`config.mk`:
```
export PLATFORM = sky130hd
export DESIGN_NAME = srx_top
export DESIGN_NICKNAME = d
export VERILOG_FILES = /design/src/rtl/srx_pkg.sv /design/src/rtl/srx_sync.sv /design/src/rtl/srx_tick.sv /design/src/rtl/srx_top.sv
export SDC_FILE = /design/constraint.sdc
export NUM_CORES = 1
export LEC_CHECK = 0
export BUFFER_PORTS_ARGS = -buffer_cell sky130_fd_sc_hd__buf_4
export CAP_MARGIN = 20
export CELL_PAD_IN_SITES_DETAIL_PLACEMENT = 1
export CELL_PAD_IN_SITES_GLOBAL_PLACEMENT = 1
export CORE_MARGIN = 2
export CORE_UTILIZATION = 46
export DETAILED_ROUTE_END_ITERATION = 8
export GPL_ROUTABILITY_DRIVEN = 0
export PLACE_DENSITY_LB_ADDON = 0.1
export SETUP_SLACK_MARGIN = 0.4
export SYNTH_ARGS = -nofsm -noshare
export SYNTH_HDL_FRONTEND = slang
export SYNTH_HIERARCHICAL = 1
export SYNTH_SLANG_ARGS = --single-unit
```
`constraint.sdc`:
```
create_clock -name clk -period 2.35 [get_ports clk]
set_input_delay 0.1175 -clock clk [delete_from_list [all_inputs] [get_ports clk]]
set_output_delay 0.1175 -clock clk [all_outputs]
set_load 0.05 [all_outputs]
```
`src/rtl/srx_pkg.sv`:
```
package srx_pkg;
    typedef enum logic [2:0] {
        ST_IDLE,
        ST_START,
        ST_DATA,
        ST_PARITY,
        ST_STOP,
        ST_REARM
    } rx_state_t;

    typedef enum logic [1:0] {
        PAR_NONE = 2'b00,
        PAR_EVEN = 2'b01,
        PAR_ODD  = 2'b10,
        PAR_OFF  = 2'b11
    } par_mode_t;
endpackage

```
`src/rtl/srx_sync.sv`:
```
module srx_sync #(
    parameter int STAGES = 2
) (
    input  logic clk,
    input  logic rst_n,
    input  logic d_in,
    output logic d_out
);
    logic [STAGES-1:0] ff;

    for (genvar i = 0; i < STAGES; i++) begin : g_stage
        if (i == 0) begin : g_first
            always_ff @(posedge clk or negedge rst_n) begin
                if (!rst_n) ff[i] <= 1'b1;
                else        ff[i] <= d_in;
            end
        end else begin : g_next
            always_ff @(posedge clk or negedge rst_n) begin
                if (!rst_n) ff[i] <= 1'b1;
                else        ff[i] <= ff[i-1];
            end
        end
    end

    assign d_out = ff[STAGES-1];
endmodule

```
`src/rtl/srx_tick.sv`:
```
module srx_tick #(
    parameter int DIV = 27
) (
    input  logic clk,
    input  logic rst_n,
    input  logic clr,
    output logic tick
);
    localparam int W = (DIV > 2) ? $clog2(DIV) : 1;
    localparam logic [W-1:0] LAST = W'(DIV - 1);

    logic [W-1:0] cnt;

    always_ff @(posedge clk or negedge rst_n) begin
        if (!rst_n)           cnt <= '0;
        else if (clr)         cnt <= '0;
        else if (cnt == LAST) cnt <= '0;
        else                  cnt <= cnt + 1'b1;
    end

    assign tick = (cnt == LAST);

    // Ticks are spaced apart, which sets the bit-time grid used for R9.
    assert_tick_spacing_R9: assert property (@(posedge clk) disable iff (!rst_n)
        tick |=> !tick);
endmodule

```
`src/rtl/srx_top.sv`:
```
module srx_top #(
    parameter int CLKS_PER_TICK = 27,
    parameter int OSR           = 16,
    parameter int DW            = 8,
    parameter int SYNC_STAGES   = 2
) (
    input  logic          clk,
    input  logic          rst_n,
    input  logic          rx_in,
    input  logic [1:0]    cfg_len,
    input  logic [1:0]    cfg_par,
    input  logic          cfg_stop2,
    output logic [DW-1:0] rx_data,
    output logic          rx_valid,
    output logic          par_err,
    output logic          frm_err
);
    import srx_pkg::*;

    localparam int CW = $clog2(OSR);
    localparam int IW = $clog2(DW);
    localparam logic [CW-1:0] MID  = CW'(OSR / 2 - 1);
    localparam logic [CW-1:0] FULL = CW'(OSR - 1);
    localparam logic [IW:0]   DWL  = (IW + 1)'(DW);

    rx_state_t state, nxt;
    logic          rxs, tick;
    logic [CW-1:0] cnt;
    logic [IW-1:0] bidx;
    logic          sidx;
    logic [DW-1:0] sh;
    logic          pe_r, fe_r;
    logic [IW:0]   nbits;
    logic [IW-1:0] lastidx;
    logic          mid_pt, full_pt, par_on, last_stop, done;
    par_mode_t     pmode;

    srx_sync #(.STAGES(SYNC_STAGES)) u_sync (
        .clk(clk), .rst_n(rst_n), .d_in(rx_in), .d_out(rxs)
    );

    srx_tick #(.DIV(CLKS_PER_TICK)) u_tick (
        .clk(clk), .rst_n(rst_n), .clr(state == ST_IDLE), .tick(tick)
    );

    assign pmode     = par_mode_t'(cfg_par);
    assign par_on    = (pmode == PAR_EVEN) || (pmode == PAR_ODD);
    assign nbits     = (IW + 1)'(cfg_len) + (IW + 1)'(5);
    assign lastidx   = IW'(nbits - 1'b1);
    assign mid_pt    = tick && (cnt == MID);
    assign full_pt   = tick && (cnt == FULL);
    assign last_stop = sidx || !cfg_stop2;
    assign done      = (state == ST_STOP) && full_pt && last_stop;

    // Next-state logic
    always_comb begin
        nxt = state;
        unique case (state)
            ST_IDLE:   if (!rxs) nxt = ST_START;
            ST_START:  if (mid_pt) nxt = rxs ? ST_IDLE : ST_DATA;
            ST_DATA:   if (full_pt && bidx == lastidx) nxt = par_on ? ST_PARITY : ST_STOP;
            ST_PARITY: if (full_pt) nxt = ST_STOP;
            ST_STOP:   if (full_pt && last_stop) nxt = (fe_r || !rxs) ? ST_REARM : ST_IDLE;
            ST_REARM:  if (rxs) nxt = ST_IDLE;
            default:   nxt = ST_IDLE;
        endcase
    end

    // State register and bit-timing datapath
    always_ff @(posedge clk or negedge rst_n) begin
        if (!rst_n) begin
            state <= ST_IDLE;
            cnt   <= '0;
            bidx  <= '0;
            sidx  <= 1'b0;
            sh    <= '0;
            pe_r  <= 1'b0;
            fe_r  <= 1'b0;
        end else begin
            state <= nxt;
            if (state == ST_IDLE || mid_pt && state == ST_START || full_pt) cnt <= '0;
            else if (tick) cnt <= cnt + 1'b1;
            if (state == ST_IDLE) begin
                bidx <= '0;
                sidx <= 1'b0;
                sh   <= '0;
                pe_r <= 1'b0;
                fe_r <= 1'b0;
            end else if (full_pt) begin
                unique case (state)
                    ST_DATA: begin
                        sh   <= {rxs, sh[DW-1:1]};
                        bidx <= bidx + 1'b1;
                    end
                    ST_PARITY: pe_r <= rxs ^ (^sh) ^ (pmode == PAR_ODD);
                    ST_STOP: begin
                        sidx <= 1'b1;
                        if (!rxs) fe_r <= 1'b1;
                    end
                    default: ;
                endcase
            end
        end
    end

    // Output register
    always_ff @(posedge clk or negedge rst_n) begin
        if (!rst_n) begin
            rx_valid <= 1'b0;
            rx_data  <= '0;
            par_err  <= 1'b0;
            frm_err  <= 1'b0;
        end else begin
            rx_valid <= done;
            if (done) begin
                rx_data <= sh >> (DWL - nbits);
                par_err <= pe_r;
                frm_err <= fe_r || !rxs;
            end
        end
    end

    assert_valid_pulse_R2: assert property (@(posedge clk) disable iff (!rst_n)
        rx_valid |=> !rx_valid);

    assert_glitch_drop_R3: assert property (@(posedge clk) disable iff (!rst_n)
        (state == ST_START && mid_pt && rxs) |=> (state == ST_IDLE && !rx_valid));

    assert_no_parity_R5: assert property (@(posedge clk) disable iff (!rst_n)
        (rx_valid && !par_on) |-> !par_err);

    assert_rearm_hold_R8: assert property (@(posedge clk) disable iff (!rst_n)
        (state == ST_REARM && !rxs) |=> (state == ST_REARM && !rx_valid));

    assert_flags_stable_R10: assert property (@(posedge clk) disable iff (!rst_n)
        !rx_valid |-> ($stable(par_err) && $stable(frm_err)));
endmodule

```
After elaboration in Yosys (flattened, before gate mapping)
Cells that the tools add are included.
W data, S select, Z words.
- output and inout port bits: 11
- bits in registers: 39
- logic and storage cells: 97
- equal/unequal tests: 18
- reduce and logical (&&, ||, !) cells: 26
- muxes and demuxes: 30
- add/sub/neg operators: 6
- bitwise gates (word level): 2
- shifts and indexed selects: 1
- operators with widths (operator ; count):
    $mux W3 ; 11
    $mux W8 ; 3
    $pmux W3 S6 ; 1
    $mux W1 ; 10
    $mux W5 ; 2
    $reduce_bool A2 Y1 ; 5
    $mux W4 ; 2
    $ne A2 B2 Y1 const B ; 4
    $reduce_xor A8 Y1 ; 1
    $shr A8 B4 Y8 ; 1
    $logic_and A1 B1 Y1 ; 7
    $eq A3 B2 Y1 const B ; 2
    $eq A3 B3 Y1 const B ; 2
    $ne A2 B1 Y1 const B ; 3
    $reduce_and A2 Y1 ; 3
    $reduce_and A6 Y1 ; 1
    $add A5 B1 Y5 const B ; 1
    $eq A5 B5 Y1 const B ; 1
    $logic_or A1 B1 Y1 ; 5
    $add A2 B3 Y4 const B ; 1
    $add A4 B1 Y4 const B ; 1
    $eq A4 B3 Y1 const B ; 1
    $eq A4 B4 Y1 const B ; 1
    $sub A4 B4 Y4 const A ; 1
    11 further kinds ; 13

Logic depth before layout (Yosys ltp)
Gate-level depths: netlist of run 1.
- depth after elaboration: 6
- depth in mapped cells: 10

By module
Netlist of run 1, hierarchy kept.
- modules (own cells, without submodules) (module ; cells an instance ; area each (um^2) ; seq. area each (um^2) ; instances):
    srx_top ; 188 ; 1752.9 ; 800.8 ; 1
    srx_tick ; 22 ; 284.0 ; 125.1 ; 1
    srx_sync ; 2 ; 52.6 ; 52.6 ; 1

Least setup slack after synthesis of run 1
OpenSTA, ideal clock, no wires.
- path kind: register to register
- start point: reg u_tick.cnt[0]
- end point: reg state[1]
- path slack: 0.366 ns
- data arrival time: 1.853 ns
- data required time: 2.219 ns
- cell stages (with the launch flop): 10
- setup time: 0.131 ns
- path buffers: 1
- path through: dfrtp_1 > inv_1 > ha_1 > and4b_1 > buf_6 > and3_4 > a311o_1 > a21oi_2 > o21bai_2 > o32ai_2
- longest elaborated chain between the ends: 5
- ends and longest elaborated chain (element ; RTL line ; source):
    start: declaration ; srx_tick.sv:12 ; logic [W-1:0] cnt;
    start signal: assignment ; srx_tick.sv:18 ; else cnt <= cnt + 1'b1;
    $eq A5 B5 Y1 (*) ; srx_tick.sv:21 ; assign tick = (cnt == LAST);
    net tick ; srx_top.sv:27 ; logic rxs, tick;
    $logic_and A1 B1 Y1 ; srx_top.sv:51 ; assign full_pt = tick && (cnt == FULL);
    $logic_and A1 B1 Y1, on equally long branches ; srx_top.sv:61, srx_top.sv:63 ;
    $ne A2 B2 Y1 (no source line) / $ne A2 B1 Y1 (equally long branches) ; - ;
    $reduce_and A6 Y1 (no source line) (*) ; - ;
    end signal: assignment ; srx_top.sv:80 ; state <= nxt;
    end: declaration ; srx_top.sv:26 ; rx_state_t state, nxt;
The timed path passes the listed nets; every way through them passes the cells marked *.
A chain may end at the register's enable or synchronous reset.

Worst setup path after layout of run 1
- start point: reg u_tick.cnt[1]
- end point: reg state[2]
Same word-level chain as after synthesis.

==> results_tabular.tex, run 1 <==
\begin{tabular}{lr}
\hline
Metric & Value \\
\hline
\multicolumn{2}{l}{\textbf{Floorplan}} \\
\quad Number of placement rows & 24 \\
\quad Area of the core & around 4400 um2 \\
\quad Die Span Y & 71.4 um \\
\quad Floorplan die width & 71.4 um \\
\quad \# IOs & 19 \\
\quad Total Die Area & just over 5000 um2 \\
\quad Initial core utilization & 0.480 \\
\multicolumn{2}{l}{\textbf{Power and ir drop}} \\
\quad Cell Int Power & 0.00128 W \\
\quad Max rail drop VDD & 0.598 mV \\
\quad Fraction of power spent switching nets & 0.357 \\
\quad Share of total power in the clock network & 0.206 \\
\quad Comb pwr share & 0.340 \\
\quad Sw Pwr & 0.000710 W \\
\quad Leakage power summed over all cells & $\sim$1.1 nW \\
\quad Power share of the sequential group & 0.454 \\
\quad Total power divided by cell area & around 810 nW/um2 \\
\multicolumn{2}{l}{\textbf{Synthesis}} \\
\quad Most used standard cell by instance count after synthesis & sky130\_fd\_sc\_hd\_\_dfrtp\_1 \\
\quad Number of warning messages in the yosys log & 6 \\
\quad Top cells by count, synth & sky130\_fd\_sc\_hd\_\_dfrtp\_1 (37), sky130\_fd\_sc\_hd\_\_nand2\_1 (35), sky130\_fd\_sc\_hd\_\_nor2\_1 (21) \\
\quad Count of cell types in the netlist & 39 \\
\quad Flip-flop and latch count after synthesis & 39 \\
\quad Post-synthesis async set-or-reset flop share & 1.00 \\
\quad Most used flip-flop cell after synthesis & sky130\_fd\_sc\_hd\_\_dfrtp\_1 \\
\quad Total nets after synthesis & around 230 \\
\quad Avg Synthesized Cell Area & between 9 and 10 um2 \\
\quad Top post-synthesis cells by area & sky130\_fd\_sc\_hd\_\_dfrtp\_1 (44\%), sky130\_fd\_sc\_hd\_\_nand2\_1 (6.3\%), sky130\_fd\_sc\_hd\_\_xnor2\_1 (5.4\%) \\
\quad Cell taking the most area after synthesis & sky130\_fd\_sc\_hd\_\_dfrtp\_1 \\
\quad Summed instance area of the synthesized netlist & roughly 2100 um2 \\
\quad Number of synthesized flops with an enable pin & 0 \\
\quad Instance count of the mapped netlist & roughly 210 \\
\quad Yosys top cell area share & 0.443 \\
\quad Post-synthesis sequential area ratio & 0.468 \\
\multicolumn{2}{l}{\textbf{Critical path}} \\
\quad Required time at the endpoint of the critical path & 2.58 ns \\
\quad Worst reg2reg path depth & 7 \\
\quad Worst flop-to-flop path startpoint & u\_tick/cnt[1] \\
\quad Ordered cell list for the critical path & ha\_2, and4b\_2, and3\_4, a311o\_1, a21oi\_2, o21bai\_4, o22a\_1 \\
\quad Largest stage delay on the critical path & around 0.4 ns \\
\quad Critical Path End Type & flop \\
\quad Startpoint of the most critical setup path & u\_tick/cnt[1] \\
\quad Reg2Reg Capture Point & state[2] \\
\quad Setup slack, reg-to-reg & between 0.4 and 0.5 ns \\
\quad Category of the most critical setup path & flop to flop \\
\quad Capturing instance or port of the critical path & state[2] \\
\quad Worst Setup Start Kind & flop \\
\quad Slowest cell on crit path & sky130\_fd\_sc\_hd\_\_dfrtp\_1 \\
\quad Highest net fanout along the worst path & 4 \\
\quad WP data arrival & between 2 and 2.5 ns \\
\multicolumn{2}{l}{\textbf{Global route}} \\
\quad First-pass GRT wire length & around 8100 um \\
\quad Number of antenna violations at the first check in global routing & 0 \\
\quad Total track usage & 0.205 \\
\quad Largest net degree at the start of global routing & 40 \\
\quad Vias in the first global route & around 1,700 \\
\quad Final global-route overflow total & 0 \\
\multicolumn{2}{l}{\textbf{Timing}} \\
\quad Total Negative Setup Slacks & 0 ns \\
\quad Max-slew headroom at the worst pin & 0.606 \\
\quad Transition time of the tightest slew-check pin & roughly 0.59 ns \\
\quad Tightest hold margin & roughly 0.16 ns \\
\quad Final setup violation count & 0 \\
\quad Final slew viol count & 0 \\
\quad Final worst-path cycle share & 0.813 \\
\quad Endpoints failing hold & 0 \\
\quad Final worst path period need & between 1.5 and 2 ns \\
\quad Achievable clock frequency & about 520 MHz \\
\quad Setup clock skew after layout & roughly 0.0069 ns \\
\quad Unrepaired setup endpoints after global routing & true \\
\multicolumn{2}{l}{\textbf{Clocking}} \\
\quad Count of clock tree sinks & 39 \\
\quad Bufs on Longest Clock Path & 2 \\
\quad CTS H-tree depth & 2 \\
\quad Number of buffers created by CTS & 5 \\
\quad CTS tree & done \\
\quad Insertion delay of the later-clocked pin in the worst-skew pair & between 0.2 and 0.3 ns \\
\quad Clock transition at the register clock pins on the worst setup and hold paths after CTS & around 0.07 ns \\
\quad Root cell of the clock tree & sky130\_fd\_sc\_hd\_\_clkbuf\_8 \\
\multicolumn{2}{l}{\textbf{Outcome}} \\
\quad Result of the run & completed \\
\multicolumn{2}{l}{\textbf{Worst hold path}} \\
\quad Worst hold path type & primary input to flop \\
\multicolumn{2}{l}{\textbf{Final layout}} \\
\quad Antenna Cells & 0 \\
\quad Final net count & roughly 250 \\
\quad Area Growth Syn to Fin & 17.6\% \\
\quad Share of cells above drive strength 1 & 0.246 \\
\multicolumn{2}{l}{\textbf{Routing}} \\
\quad Vias after detailed routing & approximately 1,600 \\
\quad Number of remaining DRC errors & 0 \\
\quad DRC violation total after the first TritonRoute iteration & between 50 and 60 \\
\quad Residual antenna-violating net count after detailed routing & 0 \\
\quad Via density per instance & roughly 5.6 \\
\quad Wire length reported by the detailed router & roughly 4800 um \\
\quad Per-cell routed wire length & about 16 um \\
\quad Count of TritonRoute iterations in the first routing pass & 4 \\
\multicolumn{2}{l}{\textbf{Flow run}} \\
\quad Max-capacitance violation count & 0 \\
\multicolumn{2}{l}{\textbf{Placed design}} \\
\quad Count of input and output buffers & 18 \\
\quad HPWL Detailed & between 3000 and 4000 um \\
\hline
\end{tabular}
through the flow:
stage,cells,area [um2],setup slack [ns],total power [W],util
floorplan,212,2090,0.380,0.00136,-
global placement,277,2260,0.344,0.00149,0.520
detailed placement,277,2260,0.217,0.00154,0.520
CTS,289,2420,0.394,0.00201,0.556
global route,292,2460,0.322,0.00213,0.564
finish,292,2460,0.439,0.00199,0.564
worst min-delay path by stage:
| stage | from | endpoint | slack, ns | cells past startpoint |
|---|---|---|---|---|
| floorplan | rst_n | bidx[0] | -0.18 | 0 |
| global placement | rst_n | rx_valid | 0.11 | 1 |
| detailed placement | rst_n | rx_valid | 0.12 | 1 |
| CTS | cfg_len[1] | rx_data[6] | 0.15 | 3 |
| global route | cfg_len[0] | rx_data[7] | 0.18 | 3 |
| finish | cfg_len[1] | rx_data[6] | 0.16 | 3 |
registers in the layout (all words and copies together) (netlist names), 3 cells and up:
register	flops
bidx	3
cnt	4
rx_data	8
sh	8
state	3
u_tick/cnt	5
kinds of logic (layout without fill, tap and decap cells):
family                   count (synthesis)  in the layout  synth area share
AO/OA/AOI/OAI                           40             40             0.126
XOR/XNOR                                16             16            0.0671
adder cells (fa/ha/maj)                  5              5            0.0299
buffers and inverters                   16             43            0.0353
flip-flops                              39             39             0.468
multiplexers                            14             14            0.0713
AND/OR/NAND/NOR                         82             83             0.202
power groups by stage:
stage | clock (W) | sequential (W) | combinational, W
finish | 0.000410 | 0.000904 | 0.000676
global route | 0.000453 | 0.000927 | 0.000747
CTS | 0.000433 | 0.000900 | 0.000678
detailed placement | 0 | 0.000918 | 0.000619
global placement | 0 | 0.000905 | 0.000589
floorplan | 0 | 0.000858 | 0.000504
repair_timing:
action	in CTS	in global routing
hold buffers	2	0
pin swaps	4	2
endpoints found under the setup margin	13	12
gates cloned	0	1
gates resized for setup	8	2
endpoints found under the hold margin	38	0
buffers inserted	4	2
routing by layer:
metal | track usage | share of wire
met1 | 0.255 | 0.44
met2 | 0.354 | 0.52
met5 | 0 | 0
met3 | 0.0506 | 0.030
met4 | 0.0566 | 0.0092
final cells by class:
| cell class | count | area (um2) |
|---|---|---|
| fillers | 497 | 1900 |
| multi-input cells | 158 | 1090 |
| flip-flops and latches | 39 | 980 |
| repair buffers | 28 | 215 |
| clock buffers | 6 | 72.6 |
| well taps | 52 | 65.1 |
| inverters | 9 | 33.8 |
cells in the final DEF, fill, tap and decap left out, drive strengths merged:
| cell type | Yosys | final |
|---|---|---|
| and2b | 1 | 1 |
| dfrtp | 37 | 37 |
| nand3 | 10 | 11 |
| buf | 6 | 26 |
| dfstp | 2 | 2 |
| a31oi | 2 | 2 |
| nor2 | 21 | 21 |
| nor3 | 4 | 4 |
| mux2i | 7 | 7 |
| a21oi | 13 | 13 |
| a2bb2oi | 1 | 1 |
| o31ai | 2 | 2 |
| dlygate4sd3 | 0 | 2 |
| nand2 | 35 | 35 |
| clkbuf | 1 | 6 |
| and2 | 1 | 1 |
| o22ai | 1 | 1 |
| and4 | 2 | 2 |
| and3 | 1 | 1 |
| or2 | 1 | 1 |
| a311o | 1 | 1 |
| ha | 5 | 5 |
| o22a | 1 | 1 |
| xnor2 | 13 | 13 |
| mux2 | 7 | 7 |
| o21ai | 14 | 14 |
| inv | 9 | 9 |
| o21bai | 3 | 3 |
| and4b | 1 | 1 |
| o32ai | 1 | 1 |
| nand4 | 3 | 3 |
| xor2 | 3 | 3 |
| nor4 | 2 | 2 |
| a22oi | 1 | 1 |
worst max-delay path: cells and delay by family (launching register included):
family | cells | cell delay (ns)
flip-flops | 1 | 0.39
AO/OA/AOI/OAI | 4 | 0.85
adder cells (fa/ha/maj) | 1 | 0.17
AND/OR/NAND/NOR | 2 | 0.44
(Power assumes the default switching activity.)
==> run 2, diff against run 1 <==
--- a/config.mk
+++ b/config.mk
@@ -10,7 +10,7 @@
 export CELL_PAD_IN_SITES_DETAIL_PLACEMENT = 1
 export CELL_PAD_IN_SITES_GLOBAL_PLACEMENT = 1
 export CORE_MARGIN = 2
-export CORE_UTILIZATION = 46
+export CORE_UTILIZATION = 41
 export DETAILED_ROUTE_END_ITERATION = 8
 export GPL_ROUTABILITY_DRIVEN = 0
 export PLACE_DENSITY_LB_ADDON = 0.1
==> constraint.sdc (replaced) <==
create_clock -name clk -period 1.7 [get_ports clk]
set_input_delay 0.085 -clock clk [delete_from_list [all_inputs] [get_ports clk]]
set_output_delay 0.085 -clock clk [all_outputs]
set_load 0.05 [all_outputs]
==> run 2 against run 1 <==
  * Sequential cell count is the same
  * Non-clock buffer count increased by 23
  * The flow now finishes with violations (setup timing)
  * Largest power group is now combinational logic
  * Total power is 59% higher
  * Largest cell class unchanged
  * Core utilization up 2.3 points
  * Combinational power grew 82%
  * Global-route usage is 0.71 points higher
  * Count of clock-buffer cells in the layout grew 1
  * Fmax is 1.8% lower
  * Routed wire length grew 15%
  * Sequential share of layout area shrank 5.3 points
  * Register-to-register slack got worse by 0.68 ns
  * Critical endpoint is now state[1]
  * Final area grew 15%
==> results_tabular.tex, run 2 (synthesis results as in run 1) <==
\begin{tabular}{lr}
\hline
Metric & Value \\
\hline
\multicolumn{2}{l}{\textbf{Placed design}} \\
\quad Pre-CTS setup slack & -0.254 ns \\
\quad Count of input and output buffers & 18 \\
\quad HPWL Detailed & approximately 3900 um \\
\quad Post-DP Area & roughly 2500 um2 \\
\multicolumn{2}{l}{\textbf{Floorplan}} \\
\quad Total Die Area & 5680 um2 \\
\quad \# IOs & 19 \\
\quad Number of placement rows & 25 \\
\quad Die Span Y & roughly 75 um \\
\quad Initial core utilization & 0.434 \\
\quad Area of the core & about 4800 um2 \\
\quad Floorplan die width & around 75 um \\
\multicolumn{2}{l}{\textbf{Final layout}} \\
\quad Final net count & between 200 and 300 \\
\quad Leading registers by flop count & rx\_data (8), sh (8), u\_tick/cnt (5) \\
\quad Most common library cell in the layout ignoring fill and taps & sky130\_fd\_sc\_hd\_\_buf\_4 \\
\quad Share of cells above drive strength 1 & 0.413 \\
\quad Final Instance Area & around 2800 um2 \\
\quad Commonest cells after routing, fill and taps aside & sky130\_fd\_sc\_hd\_\_buf\_4 (40), sky130\_fd\_sc\_hd\_\_dfrtp\_1 (37), sky130\_fd\_sc\_hd\_\_nand2\_1 (26), sky130\_fd\_sc\_hd\_\_nor2\_1 (18), sky130\_fd\_sc\_hd\_\_xnor2\_1 (13) \\
\quad Area Growth Syn to Fin & 35.4\% \\
\quad Antenna Cells & 0 \\
\multicolumn{2}{l}{\textbf{Timing}} \\
\quad Transition time of the tightest slew-check pin & approximately 0.5 ns \\
\quad Final worst path period need & roughly 1.9 ns \\
\quad Max-slew headroom at the worst pin & 0.659 \\
\quad Final setup violation count & 28 \\
\quad Unrepaired setup endpoints after global routing & true \\
\quad Final worst-path cycle share & 1.14 \\
\quad Final worst slack & -0.246 ns \\
\quad Final slew viol count & 0 \\
\quad Endpoints failing hold & 0 \\
\quad Setup clock skew after layout & approximately 0.013 ns \\
\quad Achievable clock frequency & roughly 510 MHz \\
\multicolumn{2}{l}{\textbf{Global route}} \\
\quad Final global-route overflow total & 0 \\
\quad First-pass GRT wire length & about 9000 um \\
\quad Largest net degree at the start of global routing & 40 \\
\quad Number of antenna violations at the first check in global routing & 0 \\
\quad Vias in the first global route & 1,901 \\
\quad Total track usage & 0.212 \\
\multicolumn{2}{l}{\textbf{Worst hold path}} \\
\quad Endpoint with the worst hold slack & rx\_data[7] \\
\quad Worst hold path type & primary input to flop \\
\quad Hold Crit Depth & 3 \\
\quad Launch instance of the worst min-delay path & cfg\_len[0] \\
\multicolumn{2}{l}{\textbf{Clocking}} \\
\quad Count of clock tree sinks & 39 \\
\quad Root cell of the clock tree & sky130\_fd\_sc\_hd\_\_clkbuf\_8 \\
\quad Clock transition at the register clock pins on the worst setup and hold paths after CTS & about 0.090 ns \\
\quad Number of buffers created by CTS & 5 \\
\quad Insertion delay of the later-clocked pin in the worst-skew pair & around 0.30 ns \\
\quad CTS tree & done \\
\quad CTS H-tree depth & 2 \\
\quad Bufs on Longest Clock Path & 2 \\
\multicolumn{2}{l}{\textbf{Critical path}} \\
\quad Ordered cell list for the critical path & inv\_1, ha\_2, and4b\_2, and3\_4, a311o\_1, a21oi\_2, o21bai\_4, o32ai\_2 \\
\quad Highest net fanout along the worst path & 4 \\
\quad Count of buffering cells on the critical path with inverters included & 1 \\
\quad Category of the most critical setup path & flop to flop \\
\quad Critical Path End Type & flop \\
\quad Number of cells on the critical path & 8 \\
\quad Required time at the endpoint of the critical path & 1.87 ns \\
\quad Setup slack, reg-to-reg & -0.25 ns \\
\quad WP data arrival & 2.12 ns \\
\quad Reg2Reg Capture Point & state[1] \\
\quad Largest stage delay on the critical path & approximately 0.35 ns \\
\quad Crit path max-delay family & compound AO/OA/AOI/OAI gates \\
\quad Worst flop-to-flop path startpoint & u\_tick/cnt[0] \\
\quad Slowest cell on crit path & sky130\_fd\_sc\_hd\_\_dfrtp\_1 \\
\quad Worst reg2reg path depth & 8 \\
\quad Worst Setup Start Kind & flop \\
\multicolumn{2}{l}{\textbf{Power and ir drop}} \\
\quad Leakage power summed over all cells & between 1 and 1.5 nW \\
\quad Total power divided by cell area & 1120 nW/um2 \\
\quad Power share of the sequential group & 0.384 \\
\quad Sw Pwr & 0.00115 W \\
\quad Comb pwr share & 0.389 \\
\quad Cell Int Power & 0.00201 W \\
\quad Max rail drop VDD & roughly 0.83 mV \\
\quad Share of total power in the clock network & 0.227 \\
\quad Fraction of power spent switching nets & 0.364 \\
\quad Post-layout total power & 0.00317 W \\
\multicolumn{2}{l}{\textbf{Outcome}} \\
\quad Result of the run & complete, but fails checks \\
\quad Failing checks & setup timing \\
\multicolumn{2}{l}{\textbf{Routing}} \\
\quad DRC violation total after the first TritonRoute iteration & 53 \\
\quad Highest Signal Layer & met4 \\
\quad Vias after detailed routing & $\sim$1,700 \\
\quad M1 WL & between 2000 and 2500 um \\
\quad Residual antenna-violating net count after detailed routing & 0 \\
\quad Number of remaining DRC errors & 0 \\
\quad Via density per instance & between 5 and 6 \\
\quad Total length of routed met3 wires & a little over 100 um \\
\quad Wire length reported by the detailed router & 5500 um \\
\quad Per-cell routed wire length & between 15 and 20 um \\
\quad Count of TritonRoute iterations in the first routing pass & 4 \\
\quad Routed length on met2 & just over 3000 um \\
\multicolumn{2}{l}{\textbf{Flow run}} \\
\quad Max-capacitance violation count & 0 \\
\hline
\end{tabular}
## run 2: cell types whose count changed in the layout (fill, tap and decap cells not counted), moves of 5 or more
cell,delta
sky130_fd_sc_hd__nand2_2,+6
sky130_fd_sc_hd__buf_6,+8
sky130_fd_sc_hd__o21ai_0,-6
sky130_fd_sc_hd__nand3_1,-5
sky130_fd_sc_hd__nand2_1,-8
sky130_fd_sc_hd__buf_4,+14
## run 2: layer usage
metal  global-route usage  vias to the layer above
li1                     -                      830
met1                0.236                      873
met2                0.398                       17
met3               0.0437                        8
met4               0.0721                        0
met5                    0                        -
## run 2: worst register-to-register path, cell delays in order (launching register included)
cell                       delay [ns]
sky130_fd_sc_hd__dfrtp_1         0.35
sky130_fd_sc_hd__inv_1           0.05
sky130_fd_sc_hd__ha_2            0.17
sky130_fd_sc_hd__and4b_2         0.25
sky130_fd_sc_hd__and3_4          0.19
sky130_fd_sc_hd__a311o_1         0.31
sky130_fd_sc_hd__a21oi_2         0.22
sky130_fd_sc_hd__o21bai_4        0.17
sky130_fd_sc_hd__o32ai_2         0.10
## run 2: worst max-delay path by stage
stage | startpoint | end | slack, ns
global placement | u_tick/cnt[0] | state[1] | -0.15
floorplan | u_tick/cnt[0] | state[1] | -0.26
detailed placement | u_tick/cnt[0] | state[2] | -0.25
global route | u_tick/cnt[0] | state[1] | -0.34
finish | u_tick/cnt[0] | state[1] | -0.25
CTS | u_tick/cnt[0] | state[2] | -0.26
## run 2: power groups by stage
stage	clock network (W)	logic [W]	registers, W
finish	0.000720	0.00123	0.00121
CTS	0.000737	0.00116	0.00120
global placement	0	0.00101	0.00121
floorplan	0	0.000742	0.00119
global route	0.000776	0.00135	0.00123
detailed placement	0	0.00109	0.00123
## run 2: layout make-up
cell class	instances	area, um2
clock inverter	1	7.51
fill	548	1990
sequential	39	978
multi-input combinational	157	1200
timing repair buffer	51	425
clock buffer	7	96.3
tap	67	83.8
inverter	9	33.8
## run 2: repair_timing
item                                    in CTS  in global routing
pin swaps                                    5                 14
hold buffers                                 2                  0
cloned                                       0                  0
gates resized for setup                      8                 31
endpoints found under the setup margin      37                 37
buffers inserted                             4                  4
endpoints found under the hold margin       38                  0
## run 2: stage by stage
step	hold slack (ns)	utilization	cells	setup TNS, ns
2_1_floorplan	-0.211	-	212	-3.09
3_3_place_gp	0.0827	0.517	313	-1.29
3_5_place_dp	0.0930	0.517	313	-3.56
4_1_cts	0.118	0.555	327	-1.97
5_1_grt	0.147	0.588	331	-5.09
6_report	0.139	0.588	331	-2.66
==> run 3, diff against run 2 <==
--- a/config.mk
+++ b/config.mk
@@ -10,7 +10,7 @@
 export CELL_PAD_IN_SITES_DETAIL_PLACEMENT = 1
 export CELL_PAD_IN_SITES_GLOBAL_PLACEMENT = 1
 export CORE_MARGIN = 2
-export CORE_UTILIZATION = 41
+export CORE_UTILIZATION = 49
 export DETAILED_ROUTE_END_ITERATION = 8
 export GPL_ROUTABILITY_DRIVEN = 0
 export PLACE_DENSITY_LB_ADDON = 0.1
==> constraint.sdc (replaced) <==
create_clock -name clk -period 2.4 [get_ports clk]
set_input_delay 0.12 -clock clk [delete_from_list [all_inputs] [get_ports clk]]
set_output_delay 0.12 -clock clk [all_outputs]
set_load 0.05 [all_outputs]
==> run 3 against run 2 <==
  * The flow now finishes without violations
  * Sequential power is 28% lower
  * Hold slack improved by 0.024 ns
  * Via count fell by 0.75%
  * Non-clock buffer count is 21 lower
  * Combinational power decreased by 39%
  * Routed wire length increased by 2.5%
  * Critical path depth unchanged
  * Worst setup slack improved by 0.69 ns
  * Highest routed layer unchanged
==> results_tabular.tex, run 3 (synthesis results as in run 1) <==
\begin{tabular}{lr}
\hline
Metric & Value \\
\hline
\multicolumn{2}{l}{\textbf{Power and ir drop}} \\
\quad Share of total power in the clock network & 0.290 \\
\quad Comb pwr share & 0.329 \\
\quad Leakage power summed over all cells & about 1.2 nW \\
\quad Power share of the sequential group & 0.381 \\
\quad Fraction of power spent switching nets & 0.345 \\
\quad Sw Pwr & just under 0.0008 W \\
\quad Total power divided by cell area & approximately 910 nW/um2 \\
\quad Cell Int Power & 0.00150 W \\
\quad Max rail drop VDD & 0.657 mV \\
\multicolumn{2}{l}{\textbf{Worst hold path}} \\
\quad Hold Crit Depth & 3 \\
\quad Endpoint with the worst hold slack & rx\_data[6] \\
\quad Launch instance of the worst min-delay path & cfg\_len[1] \\
\quad Worst hold path type & primary input to flop \\
\multicolumn{2}{l}{\textbf{Clocking}} \\
\quad Bufs on Longest Clock Path & 2 \\
\quad Root cell of the clock tree & sky130\_fd\_sc\_hd\_\_clkbuf\_8 \\
\quad Count of clock tree sinks & 39 \\
\quad CTS tree & done \\
\quad Clock transition at the register clock pins on the worst setup and hold paths after CTS & 0.08 ns \\
\quad Insertion delay of the later-clocked pin in the worst-skew pair & 0.30 ns \\
\quad Number of buffers created by CTS & 5 \\
\quad CTS H-tree depth & 2 \\
\multicolumn{2}{l}{\textbf{Global route}} \\
\quad Largest net degree at the start of global routing & 40 \\
\quad Final global-route overflow total & 0 \\
\quad Vias in the first global route & 1,841 \\
\quad Number of antenna violations at the first check in global routing & 0 \\
\quad First-pass GRT wire length & a little over 9000 um \\
\quad Total track usage & 0.245 \\
\multicolumn{2}{l}{\textbf{Final layout}} \\
\quad Commonest cells after routing, fill and taps aside & sky130\_fd\_sc\_hd\_\_dfrtp\_1 (35), sky130\_fd\_sc\_hd\_\_nand2\_1 (34), sky130\_fd\_sc\_hd\_\_buf\_4 (28), sky130\_fd\_sc\_hd\_\_nor2\_1 (21), sky130\_fd\_sc\_hd\_\_xnor2\_1 (13) \\
\quad Post-route core utilization & 0.620 \\
\quad Share of cells above drive strength 1 & 0.262 \\
\quad Area Growth Syn to Fin & 20.4\% \\
\quad Final net count & 256 \\
\quad Count of fill cells added during filler insertion & 456 \\
\quad Antenna Cells & 0 \\
\quad Leading registers by flop count & rx\_data (8), sh (8), u\_tick/cnt (5) \\
\quad Most common library cell in the layout ignoring fill and taps & sky130\_fd\_sc\_hd\_\_dfrtp\_1 \\
\multicolumn{2}{l}{\textbf{Floorplan}} \\
\quad Initial core utilization & 0.515 \\
\quad \# IOs & 19 \\
\quad Number of placement rows & 23 \\
\quad Total Die Area & 4800 um2 \\
\quad Floorplan die width & slightly below 70 um \\
\quad Area of the core & between 4000 and 5000 um2 \\
\quad Die Span Y & a little under 70 um \\
\multicolumn{2}{l}{\textbf{Routing}} \\
\quad Count of TritonRoute iterations in the first routing pass & 7 \\
\quad Via density per instance & between 5 and 6 \\
\quad Residual antenna-violating net count after detailed routing & 0 \\
\quad Vias after detailed routing & between 1,500 and 2,000 \\
\quad Per-cell routed wire length & 19.2 um \\
\quad Number of remaining DRC errors & 0 \\
\quad DRC violation total after the first TritonRoute iteration & between 100 and 150 \\
\quad Wire length reported by the detailed router & approximately 5600 um \\
\multicolumn{2}{l}{\textbf{Outcome}} \\
\quad Result of the run & completed \\
\multicolumn{2}{l}{\textbf{Placed design}} \\
\quad Count of input and output buffers & 18 \\
\quad HPWL Detailed & $\sim$3800 um \\
\multicolumn{2}{l}{\textbf{Critical path}} \\
\quad WP data arrival & between 2 and 2.5 ns \\
\quad Worst flop-to-flop path startpoint & u\_tick/cnt[1] \\
\quad Worst Setup Start Kind & flop \\
\quad Critical Path End Type & flop \\
\quad Highest net fanout along the worst path & 3 \\
\quad Slowest cell on crit path & sky130\_fd\_sc\_hd\_\_dfrtp\_1 \\
\quad Category of the most critical setup path & flop to flop \\
\quad Setup slack, reg-to-reg & between 0.4 and 0.5 ns \\
\quad Crit path max-delay family & compound AO/OA/AOI/OAI gates \\
\quad Count of buffering cells on the critical path with inverters included & 1 \\
\quad Worst reg2reg path depth & 8 \\
\quad Required time at the endpoint of the critical path & around 2.6 ns \\
\quad Largest stage delay on the critical path & $\sim$0.4 ns \\
\quad Reg2Reg Capture Point & state[1] \\
\quad Ordered cell list for the critical path & ha\_1, and4b\_2, and3\_4, a311o\_1, a21oi\_2, buf\_4, a21oi\_1, o32ai\_2 \\
\multicolumn{2}{l}{\textbf{Timing}} \\
\quad Final worst path period need & 1.96 ns \\
\quad Tightest hold margin & 0.162 ns \\
\quad Setup clock skew after layout & between 0.009 and 0.01 ns \\
\quad Final setup violation count & 0 \\
\quad Endpoints failing hold & 0 \\
\quad Max-slew headroom at the worst pin & 0.621 \\
\quad Total Negative Setup Slacks & 0 ns \\
\quad Final worst-path cycle share & 0.817 \\
\quad Unrepaired setup endpoints after global routing & true \\
\quad Achievable clock frequency & about 500 MHz \\
\quad Transition time of the tightest slew-check pin & 0.566 ns \\
\quad Final slew viol count & 0 \\
\multicolumn{2}{l}{\textbf{Flow run}} \\
\quad Max-capacitance violation count & 0 \\
\hline
\end{tabular}
[run 3: worst register-to-register path, cell delays in order (launching register included)]
cell and delay [ns]:
sky130_fd_sc_hd__dfrtp_1 0.41, sky130_fd_sc_hd__ha_1 0.18, sky130_fd_sc_hd__and4b_2 0.25, sky130_fd_sc_hd__and3_4 0.20, sky130_fd_sc_hd__a311o_1 0.32, sky130_fd_sc_hd__a21oi_2 0.20, sky130_fd_sc_hd__buf_4 0.15, sky130_fd_sc_hd__a21oi_1 0.04
sky130_fd_sc_hd__o32ai_2 0.12
[run 3: metal layers]
layer  global-route usage  up-vias  part of all wire
met5                    0        -                 0
met4               0.0763        0             0.019
met3               0.0538       14             0.039
met2                0.426       29              0.51
met1                0.304      874              0.43
li1                     -      798                 -
[run 3: how the worst max path moves through the flow]
| stage | startpoint | endpoint | slack (ns) | depth (start not counted) |
|---|---|---|---|---|
| finish | u_tick/cnt[1] | state[1] | 0.44 | 8 |
| global placement | u_tick/cnt[0] | rx_data[3] | 0.40 | 7 |
| CTS | u_tick/cnt[1] | state[1] | 0.45 | 8 |
| global route | u_tick/cnt[0] | state[1] | 0.33 | 9 |
| detailed placement | u_tick/cnt[0] | rx_data[3] | 0.30 | 7 |
| floorplan | u_tick/cnt[0] | state[1] | 0.42 | 9 |
[run 3: layout make-up]
| class | count | area, um2 | area share |
|---|---|---|---|
| clock buffers | 6 | 72.6 | 0.0289 |
| clock inverters | 2 | 60.1 | 0.0239 |
| inverters | 9 | 37.5 | 0.0149 |
| multi-input cells | 158 | 1070 | 0.426 |
| flip-flops and latches | 39 | 981 | 0.390 |
| well taps | 50 | 62.6 | 0.0249 |
| repair buffers | 30 | 230 | 0.0915 |
[run 3: what timing repair did]
action,CTS,global route
endpoints found under the setup margin,10,9
endpoints found under the hold margin,38,0
hold buffers,2,0
setup buffers,2,5
gates resized for setup,2,6
gates cloned,0,1
pin swaps,1,3
[run 3: stage by stage]
| stage | power (W) | instances | instance area (um2) | worst slack, ns |
|---|---|---|---|---|
| CTS | 0.00223 | 288 | 2450 | 0.449 |
| floorplan | 0.00133 | 212 | 2090 | 0.416 |
| detailed placement | 0.00154 | 276 | 2270 | 0.305 |
| global placement | 0.00147 | 276 | 2270 | 0.396 |
| global route | 0.00240 | 294 | 2510 | 0.327 |
| finish | 0.00229 | 294 | 2510 | 0.439 |
[run 3: power groups by stage]
| stage | clock network [W] | logic, W | registers [W] |
|---|---|---|---|
| 2_1_floorplan | 0 | 0.000494 | 0.000840 |
| 3_3_place_gp | 0 | 0.000601 | 0.000871 |
| 3_5_place_dp | 0 | 0.000655 | 0.000888 |
| 4_1_cts | 0.000670 | 0.000695 | 0.000870 |
| 5_1_grt | 0.000698 | 0.000819 | 0.000887 |
| 6_report | 0.000663 | 0.000752 | 0.000871 |
